<file path="config.mk">
export PLATFORM = sky130hd
export DESIGN_NAME = pxctl_wr_target
export DESIGN_NICKNAME = d
export VERILOG_FILES = /design/src/rtl/pxctl_pkg.sv /design/src/rtl/pxctl_deglitch.sv /design/src/rtl/pxctl_bus_events.sv /design/src/rtl/pxctl_wr_engine.sv /design/src/rtl/pxctl_reg_bank.sv /design/src/rtl/pxctl_wr_target.sv
export SDC_FILE = /design/constraint.sdc
export NUM_CORES = 1
export LEC_CHECK = 0
export ABC_AREA = 0
export BUFFER_PORTS_ARGS = -buffer_cell sky130_fd_sc_hd__buf_2
export CAP_MARGIN = 15
export CORE_UTILIZATION = 64
export CTS_BUF_LIST = sky130_fd_sc_hd__clkbuf_8
export CTS_CLUSTER_DIAMETER = 150
export CTS_CLUSTER_SIZE = 40
export DETAILED_ROUTE_END_ITERATION = 16
export GPL_TIMING_DRIVEN = 0
export HOLD_SLACK_MARGIN = 0.02
export PLACE_DENSITY_LB_ADDON = 0.05
export RECOVER_POWER = 50
export SLEW_MARGIN = 40
export SYNTH_ARGS = -nofsm -noshare
export SYNTH_HDL_FRONTEND = slang
export SYNTH_HIERARCHICAL = 1
export SYNTH_SLANG_ARGS = --single-unit
</file>
<file path="constraint.sdc">
create_clock -name clk -period 5.3 [get_ports clk]
set_input_delay 1.59 -clock clk [delete_from_list [all_inputs] [get_ports clk]]
set_output_delay 1.59 -clock clk [all_outputs]
set_load 0.02 [all_outputs]
</file>
<file path="src/rtl/pxctl_pkg.sv">
// Shared constants and types for the write-only control register target.
// Assumes 8-bit registers and a single fixed device address byte.
package pxctl_pkg;

    localparam int unsigned BYTE_W    = 8;
    localparam int unsigned NREG      = 8;
    localparam int unsigned DC_W      = 4;
    localparam logic [7:0]  DEV_WR_ADDR = 8'hDC;

    localparam int unsigned IDX_CONTRAST = 0;
    localparam int unsigned IDX_BRIGHT   = 1;
    localparam int unsigned IDX_GAIN1    = 2;
    localparam int unsigned IDX_GAIN2    = 3;
    localparam int unsigned IDX_GAIN3    = 4;
    localparam int unsigned IDX_OSD      = 5;
    localparam int unsigned IDX_DC       = 6;
    localparam int unsigned IDX_MODE     = 7;

    // Bits kept by each register; the rest are stored as zero.
    function automatic logic [7:0] keep_mask(input int unsigned idx);
        case (idx)
            IDX_DC:   return 8'h0F;
            IDX_MODE: return 8'hC7;
            default:  return 8'hFF;
        endcase
    endfunction

    typedef enum logic [1:0] {PH_IDLE, PH_SHIFT, PH_ACK, PH_SKIP} phase_t;
    typedef enum logic [1:0] {BK_ADDR, BK_PTR, BK_DATA} kind_t;

    typedef struct packed {
        logic start;
        logic stop;
        logic rise;
        logic fall;
    } bus_evt_t;

endpackage

</file>
<file path="src/rtl/pxctl_deglitch.sv">
// Brings one bus line into the clock domain and suppresses short pulses.
// A new level is accepted only after VOTE_LEN identical synchronized samples.
// Assumes SYNC_STAGES >= 2 and VOTE_LEN >= 2; lines idle at RESET_VAL.
module pxctl_deglitch #(
    parameter int unsigned SYNC_STAGES = 2,
    parameter int unsigned VOTE_LEN    = 3,
    parameter logic        RESET_VAL   = 1'b1
) (
    input  logic clk,
    input  logic rst_n,
    input  logic raw_i,
    output logic clean_o
);
    logic [SYNC_STAGES-1:0] sync_q;
    logic [VOTE_LEN-1:0]    hist_q;

    // Purpose: metastability chain followed by the sample history.
    always_ff @(posedge clk) begin
        if (!rst_n) begin
            sync_q <= {SYNC_STAGES{RESET_VAL}};
            hist_q <= {VOTE_LEN{RESET_VAL}};
        end else begin
            sync_q <= {sync_q[SYNC_STAGES-2:0], raw_i};
            hist_q <= {hist_q[VOTE_LEN-2:0], sync_q[SYNC_STAGES-1]};
        end
    end

    // Purpose: change the clean level only on a unanimous history.
    always_ff @(posedge clk) begin
        if (!rst_n) begin
            clean_o <= RESET_VAL;
        end else if (&hist_q) begin
            clean_o <= 1'b1;
        end else if (~|hist_q) begin
            clean_o <= 1'b0;
        end
    end

endmodule

</file>
<file path="src/rtl/pxctl_bus_events.sv">
// Turns the filtered SCL/SDA levels into one-cycle bus events.
// START/STOP need SCL high in this and the previous cycle, so an SDA move
// in the same cycle as an SCL edge counts as data, never as a condition.
module pxctl_bus_events
    import pxctl_pkg::*;
(
    input  logic     clk,
    input  logic     rst_n,
    input  logic     scl_i,
    input  logic     sda_i,
    output bus_evt_t evt_o
);
    logic scl_q;
    logic sda_q;

    // Purpose: remember the previous filtered levels.
    always_ff @(posedge clk) begin
        if (!rst_n) begin
            scl_q <= 1'b1;
            sda_q <= 1'b1;
        end else begin
            scl_q <= scl_i;
            sda_q <= sda_i;
        end
    end

    // Purpose: decode edges and bus conditions.
    always_comb begin
        evt_o.start = scl_i & scl_q & sda_q & ~sda_i;
        evt_o.stop  = scl_i & scl_q & ~sda_q & sda_i;
        evt_o.rise  = scl_i & ~scl_q;
        evt_o.fall  = ~scl_i & scl_q;
    end

endmodule

</file>
<file path="src/rtl/pxctl_wr_engine.sv">
// Byte engine for write-only transfers: address match, pointer load,
// data write strobes with pointer advance, and acknowledge slot control.
// A byte is complete on the 8th SCL rise, and any write is issued then.
// The acknowledge pull starts on the following SCL fall and ends on the next fall.
module pxctl_wr_engine
    import pxctl_pkg::*;
#(
    parameter int unsigned W  = BYTE_W,
    parameter logic [W-1:0] DEV_ADDR = DEV_WR_ADDR
) (
    input  logic         clk,
    input  logic         rst_n,
    input  bus_evt_t     evt_i,
    input  logic         sda_i,
    output logic         pull_o,
    output logic         wr_en_o,
    output logic [W-1:0] wr_addr_o,
    output logic [W-1:0] wr_data_o,
    output logic [W-1:0] ptr_o
);
    localparam int unsigned CNT_W = $clog2(W + 1);
    localparam logic [CNT_W-1:0] LAST_BIT = CNT_W'(W - 1);
    localparam logic [CNT_W-1:0] ALL_BITS = CNT_W'(W);

    phase_t           phase_q;
    kind_t            kind_q;
    logic [CNT_W-1:0] bitcnt_q;
    logic [W-1:0]     shreg_q;
    logic             ack_pend_q;
    logic [W-1:0]     byte_next;

    // Purpose: the byte including the bit sampled this cycle.
    always_comb begin
        byte_next = {shreg_q[W-2:0], sda_i};
    end

    // Purpose: transfer state machine with condition priority.
    always_ff @(posedge clk) begin
        if (!rst_n) begin
            phase_q    <= PH_IDLE;
            kind_q     <= BK_ADDR;
            bitcnt_q   <= '0;
            shreg_q    <= '0;
            ack_pend_q <= 1'b0;
            pull_o     <= 1'b0;
            wr_en_o    <= 1'b0;
            wr_addr_o  <= '0;
            wr_data_o  <= '0;
            ptr_o      <= '0;
        end else begin
            wr_en_o <= 1'b0;
            if (evt_i.start) begin
                phase_q    <= PH_SHIFT;
                kind_q     <= BK_ADDR;
                bitcnt_q   <= '0;
                ack_pend_q <= 1'b0;
                pull_o     <= 1'b0;
            end else if (evt_i.stop) begin
                phase_q    <= PH_IDLE;
                ack_pend_q <= 1'b0;
                pull_o     <= 1'b0;
            end else begin
                unique case (phase_q)
                    PH_SHIFT: begin
                        if (evt_i.rise && bitcnt_q < ALL_BITS) begin
                            shreg_q  <= byte_next;
                            bitcnt_q <= bitcnt_q + 1'b1;
                            if (bitcnt_q == LAST_BIT) begin
                                unique case (kind_q)
                                    BK_ADDR: ack_pend_q <= (byte_next == DEV_ADDR);
                                    BK_PTR: begin
                                        ack_pend_q <= 1'b1;
                                        ptr_o      <= byte_next;
                                    end
                                    default: begin
                                        ack_pend_q <= 1'b1;
                                        wr_en_o    <= 1'b1;
                                        wr_addr_o  <= ptr_o;
                                        wr_data_o  <= byte_next;
                                        ptr_o      <= ptr_o + 1'b1;
                                    end
                                endcase
                            end
                        end else if (evt_i.fall && bitcnt_q == ALL_BITS) begin
                            if (ack_pend_q) begin
                                pull_o  <= 1'b1;
                                phase_q <= PH_ACK;
                            end else begin
                                phase_q <= PH_SKIP;
                            end
                        end
                    end
                    PH_ACK: begin
                        if (evt_i.fall) begin
                            pull_o     <= 1'b0;
                            phase_q    <= PH_SHIFT;
                            bitcnt_q   <= '0;
                            ack_pend_q <= 1'b0;
                            kind_q     <= (kind_q == BK_ADDR) ? BK_PTR : BK_DATA;
                        end
                    end
                    default: begin
                        pull_o <= 1'b0;
                    end
                endcase
            end
        end
    end

endmodule

</file>
<file path="src/rtl/pxctl_reg_bank.sv">
// Flat control register bank. One write port; only the bits named by
// keep_mask are stored. Pointers at or above NREG write nothing.
module pxctl_reg_bank
    import pxctl_pkg::*;
#(
    parameter int unsigned N  = NREG,
    parameter int unsigned W  = BYTE_W,
    parameter int unsigned AW = BYTE_W
) (
    input  logic           clk,
    input  logic           rst_n,
    input  logic           wr_en_i,
    input  logic [AW-1:0]  wr_addr_i,
    input  logic [W-1:0]   wr_data_i,
    output logic [N*W-1:0] bank_o
);
    for (genvar g = 0; g < N; g++) begin : g_reg
        localparam logic [W-1:0] KEEP = W'(keep_mask(g));
        logic [W-1:0] val_q;

        // Purpose: load this register when the pointer selects it.
        always_ff @(posedge clk) begin
            if (!rst_n) begin
                val_q <= '0;
            end else if (wr_en_i && wr_addr_i == AW'(g)) begin
                val_q <= wr_data_i & KEEP;
            end
        end

        assign bank_o[g*W +: W] = val_q;
    end

endmodule

</file>
<file path="src/rtl/pxctl_wr_target.sv">
// Top of the write-only control register target. It filters SCL/SDA,
// decodes bus events, runs the byte engine and fans the bank out to
// named control outputs. Assumes an external pull-up on SDA.
module pxctl_wr_target
    import pxctl_pkg::*;
#(
    parameter int unsigned SYNC_STAGES = 2,
    parameter int unsigned VOTE_LEN    = 3
) (
    input  logic              clk,
    input  logic              rst_n,
    input  logic              scl_i,
    input  logic              sda_i,
    output logic              sda_pull_o,
    output logic [BYTE_W-1:0] contrast_o,
    output logic [BYTE_W-1:0] brightness_o,
    output logic [BYTE_W-1:0] gain_ch1_o,
    output logic [BYTE_W-1:0] gain_ch2_o,
    output logic [BYTE_W-1:0] gain_ch3_o,
    output logic [BYTE_W-1:0] osd_level_o,
    output logic [DC_W-1:0]   dc_level_o,
    output logic              clamp_on_blank_o,
    output logic [1:0]        clamp_width_o,
    output logic              semi_osd_o,
    output logic              blank_neg_o
);
    localparam int unsigned BANK_W = NREG * BYTE_W;

    logic              scl_clean;
    logic              sda_clean;
    bus_evt_t          evt;
    logic              wr_en;
    logic [BYTE_W-1:0] wr_addr;
    logic [BYTE_W-1:0] wr_data;
    logic [BYTE_W-1:0] wr_ptr;
    logic [BANK_W-1:0] bank_flat;
    logic [BYTE_W-1:0] mode_r;

    pxctl_deglitch #(.SYNC_STAGES(SYNC_STAGES), .VOTE_LEN(VOTE_LEN), .RESET_VAL(1'b1)) u_scl_flt (
        .clk(clk), .rst_n(rst_n), .raw_i(scl_i), .clean_o(scl_clean)
    );

    pxctl_deglitch #(.SYNC_STAGES(SYNC_STAGES), .VOTE_LEN(VOTE_LEN), .RESET_VAL(1'b1)) u_sda_flt (
        .clk(clk), .rst_n(rst_n), .raw_i(sda_i), .clean_o(sda_clean)
    );

    pxctl_bus_events u_evt (
        .clk(clk), .rst_n(rst_n), .scl_i(scl_clean), .sda_i(sda_clean), .evt_o(evt)
    );

    pxctl_wr_engine #(.W(BYTE_W), .DEV_ADDR(DEV_WR_ADDR)) u_eng (
        .clk(clk), .rst_n(rst_n), .evt_i(evt), .sda_i(sda_clean),
        .pull_o(sda_pull_o), .wr_en_o(wr_en), .wr_addr_o(wr_addr),
        .wr_data_o(wr_data), .ptr_o(wr_ptr)
    );

    pxctl_reg_bank #(.N(NREG), .W(BYTE_W), .AW(BYTE_W)) u_bank (
        .clk(clk), .rst_n(rst_n), .wr_en_i(wr_en), .wr_addr_i(wr_addr),
        .wr_data_i(wr_data), .bank_o(bank_flat)
    );

    // Purpose: name each register slice for the analog controls.
    always_comb begin
        contrast_o       = bank_flat[IDX_CONTRAST*BYTE_W +: BYTE_W];
        brightness_o     = bank_flat[IDX_BRIGHT*BYTE_W +: BYTE_W];
        gain_ch1_o       = bank_flat[IDX_GAIN1*BYTE_W +: BYTE_W];
        gain_ch2_o       = bank_flat[IDX_GAIN2*BYTE_W +: BYTE_W];
        gain_ch3_o       = bank_flat[IDX_GAIN3*BYTE_W +: BYTE_W];
        osd_level_o      = bank_flat[IDX_OSD*BYTE_W +: BYTE_W];
        dc_level_o       = bank_flat[IDX_DC*BYTE_W +: DC_W];
        mode_r           = bank_flat[IDX_MODE*BYTE_W +: BYTE_W];
        clamp_on_blank_o = mode_r[0];
        clamp_width_o    = mode_r[2:1];
        semi_osd_o       = mode_r[6];
        blank_neg_o      = mode_r[7];
    end

endmodule

</file>
==> results.py <==
metrics = {
    "outcome": {
        "status": "complete, no violations",
    },
    "yosys": {
        "synthesis.area_per_instance_sq_um": 9.73,
        "synth_fp_nets": 475,
        "synth.yosys.warnings": 6,
        "syn-cell-area_sq_um": 4530,
        "post_synth_inst_count": 466,
    },
    "power": {
        "share_clk_of_total_power_pct": 49.3,
        "cellInternalPower_mw": 1.39,
        "fraction_of_power_consumed_by_combinational_cells_pct": 1.9,
        "seqPwrFrac_pct": 48.8,
        "cellPowerDensity_nw_per_um2": 328,
        "net-switching-power_uw": 359,
        "vdd_ir_drop_max_uv": 237,
        "p_sw_share_pct": 20.5,
        "leakage_nw": 2.07,
    },
    "detailed_routing": {
        "first_pass_iters": 5,
        "vias_per_cell": 5.60,
        "drcViolationCount": 0,
        "postRouteWirelength_microns": 10400,
        "routed-via-count": 3669,
        "routed_wire_length_per_instance_microns": 15.9,
        "drt_iter0_markers": 270,
        "ant_nets": 0,
    },
    "timing": {
        "setup-tns-final_ns": 0,
        "post-route-min-period_ns": 3.14,
        "finalHoldViolCount": 0,
        "final_setup_violation_count": 0,
        "max_freq_ghz": 0.319,
        "transition_time_of_the_tightest_slew_check_pin_ns": 0.762,
        "finalCritPeriodShare_pct": 59.2,
        "rsz_0062_raised_after_global_routing": "no",
        "slew_headroom_pct": 49.2,
        "finClkSkew_ns": 0.0143,
        "final_max_slew_viol_count": 0,
        "timing.final.ws_setup_ns": 2.16,
    },
    "grt": {
        "gr-total-overflow": 0,
        "first_global_vias": 3488,
        "gr-usage-all-layers_pct": 29.7,
        "pin_count_of_the_biggest_net_entering_global_routing": 18,
        "grt_first_pass_wirelength_microns": 16600,
        "number_of_antenna_violations_at_the_first_check_in_global_routing": 0,
    },
    "final_layout": {
        "post_route_cells_drive_above_1_share_pct": 9.66,
        "antennaDiodeCount": 0,
        "areaGrowthSynthToFinish_pct": 17.6,
        "num-nets-final": 555,
    },
    "critical_path": {
        "crit_type": "primary input to flip-flop",
        "worst_setup_path_end_kind": "flip-flop",
        "required_ns": 5.64,
        "worstPathMaxFanout": 17,
        "data_arrival_time_of_the_worst_path_ns": 3.47,
        "path_depth_of_the_worst_reg2reg_path": 6,
        "critical_path.startpoint_type": "primary input",
    },
    "clock_network": {
        "cts_hold_buf": 0,
        "clock_network_latency_to_the_later_pin_of_the_worst_skew_pair_ns": 0.42,
        "cts_inserted_buffers": 17,
        "cts_tree": "done",
        "cts_max_level": 4,
        "max-clock-path-buffers": 2,
        "cts.root.buffer_cell": "clkbuf_8",
        "postCtsSetupBuffers": 0,
        "cts.reportedPaths.clkPinSlew_ns": 0.06,
        "clock-sinks": 113,
        "cts_resized": 0,
    },
    "flow_run": {
        "max_cap_violations": 0,
    },
    "placement": {
        "placement.io_buffers": 61,
        "place_ws_ns": 2.07,
        "globalplace.congestion": 0.826,
        "hpwlAfterDp_microns": 6900,
    },
    "worst_hold_path": {
        "min_path_cells": 1,
        "hold_path_class": "flip-flop to flip-flop",
    },
    "die": {
        "die_h_microns": 86.2,
        "core.rowCount": 30,
        "die_w_microns": 86.2,
        "io_pins": 62,
        "die_area_sq_um": 7420,
        "start_util_pct": 66.4,
        "core_area_sq_um": 6830,
    },
}
-- sequential cells by signal, summed over array words and instances (netlist names), 3 cells and up --
| signal | flops |
|---|---|
| u_bank/g.val_q | 57 |
| u_eng/bitcnt_q | 4 |
| u_sda_flt/hist_q | 3 |
| u_eng/ptr_o | 8 |
| u_eng/shreg_q | 7 |
| u_eng/wr_addr_o | 8 |
| u_scl_flt/hist_q | 3 |
| u_eng/wr_data_o | 8 |
-- critical path, stage by stage --
cell      delay (ns)
clkbuf_1        0.56
clkbuf_1        0.43
clkinv_1        0.38
clkbuf_1        0.31
a21oi_1         0.18
-- metrics by stage --
step | total power [mW] | hold WS (ns) | instances | util [%] | instance area (sq um)
after floorplan | 0.895 | 0.386 | 466 | - | 4530
after global placement | 0.903 | 0.389 | 623 | 72.6 | 4960
after detailed placement | 0.905 | 0.396 | 623 | 72.7 | 4960
after CTS | 1.76 | 0.416 | 655 | 79.0 | 5390
after global routing | 1.81 | 0.442 | 655 | 78.1 | 5330
final | 1.75 | 0.415 | 655 | 78.1 | 5330
-- power by group through the flow --
stage          clock, mW  sequential, mW  combinational, mW
6_report           0.863           0.854             0.0324
3_5_place_dp           0           0.873             0.0318
2_1_floorplan          0           0.872             0.0223
4_1_cts            0.876           0.854             0.0322
3_3_place_gp           0           0.873             0.0307
5_1_grt            0.921           0.854             0.0358
-- cells in the final DEF (no fill, tap or decap), types with 8 or more instances in the layout --
| cell | n |
|---|---|
| clkbuf_8 | 19 |
| clkbuf_1 | 74 |
| nand2_1 | 87 |
| nand2b_1 | 13 |
| a21oi_1 | 23 |
| mux2i_1 | 76 |
| dfxtp_1 | 113 |
| nor2_1 | 30 |
| o21ai_0 | 12 |
| buf_2 | 8 |
| inv_1 | 11 |
-- worst paths after layout --
check                      start                   to  slack [ns]
max                        rst_n     u_eng/shreg_q[5]        2.16
min          u_scl_flt/sync_q[1]  u_scl_flt/hist_q[0]        0.42
max reg2reg    u_sda_flt/clean_o   u_eng/wr_data_o[1]        2.94
min reg2reg  u_scl_flt/sync_q[1]  u_scl_flt/hist_q[0]        0.42
-- routing by layer --
layer	up-vias	GRT usage [%]	part of all wire [%]
met5	-	0	0
met4	0	13.2	1.2
met3	12	8.08	5.2
met2	112	49.6	50
met1	1765	35.9	43
li1	1780	-	-
-- area by class of cell --
| cell class | count | area, sq um |
|---|---|---|
| multi-input cells | 319 | 2140 |
| clock inverters | 13 | 168 |
| inverters | 10 | 37.5 |
| fillers | 518 | 1500 |
| well taps | 96 | 120 |
| clock buffers | 19 | 262 |
| plain buffers | 24 | 105 |
| repair buffers | 61 | 235 |
| flip-flops and latches | 113 | 2260 |
(Power assumes the default switching activity.)
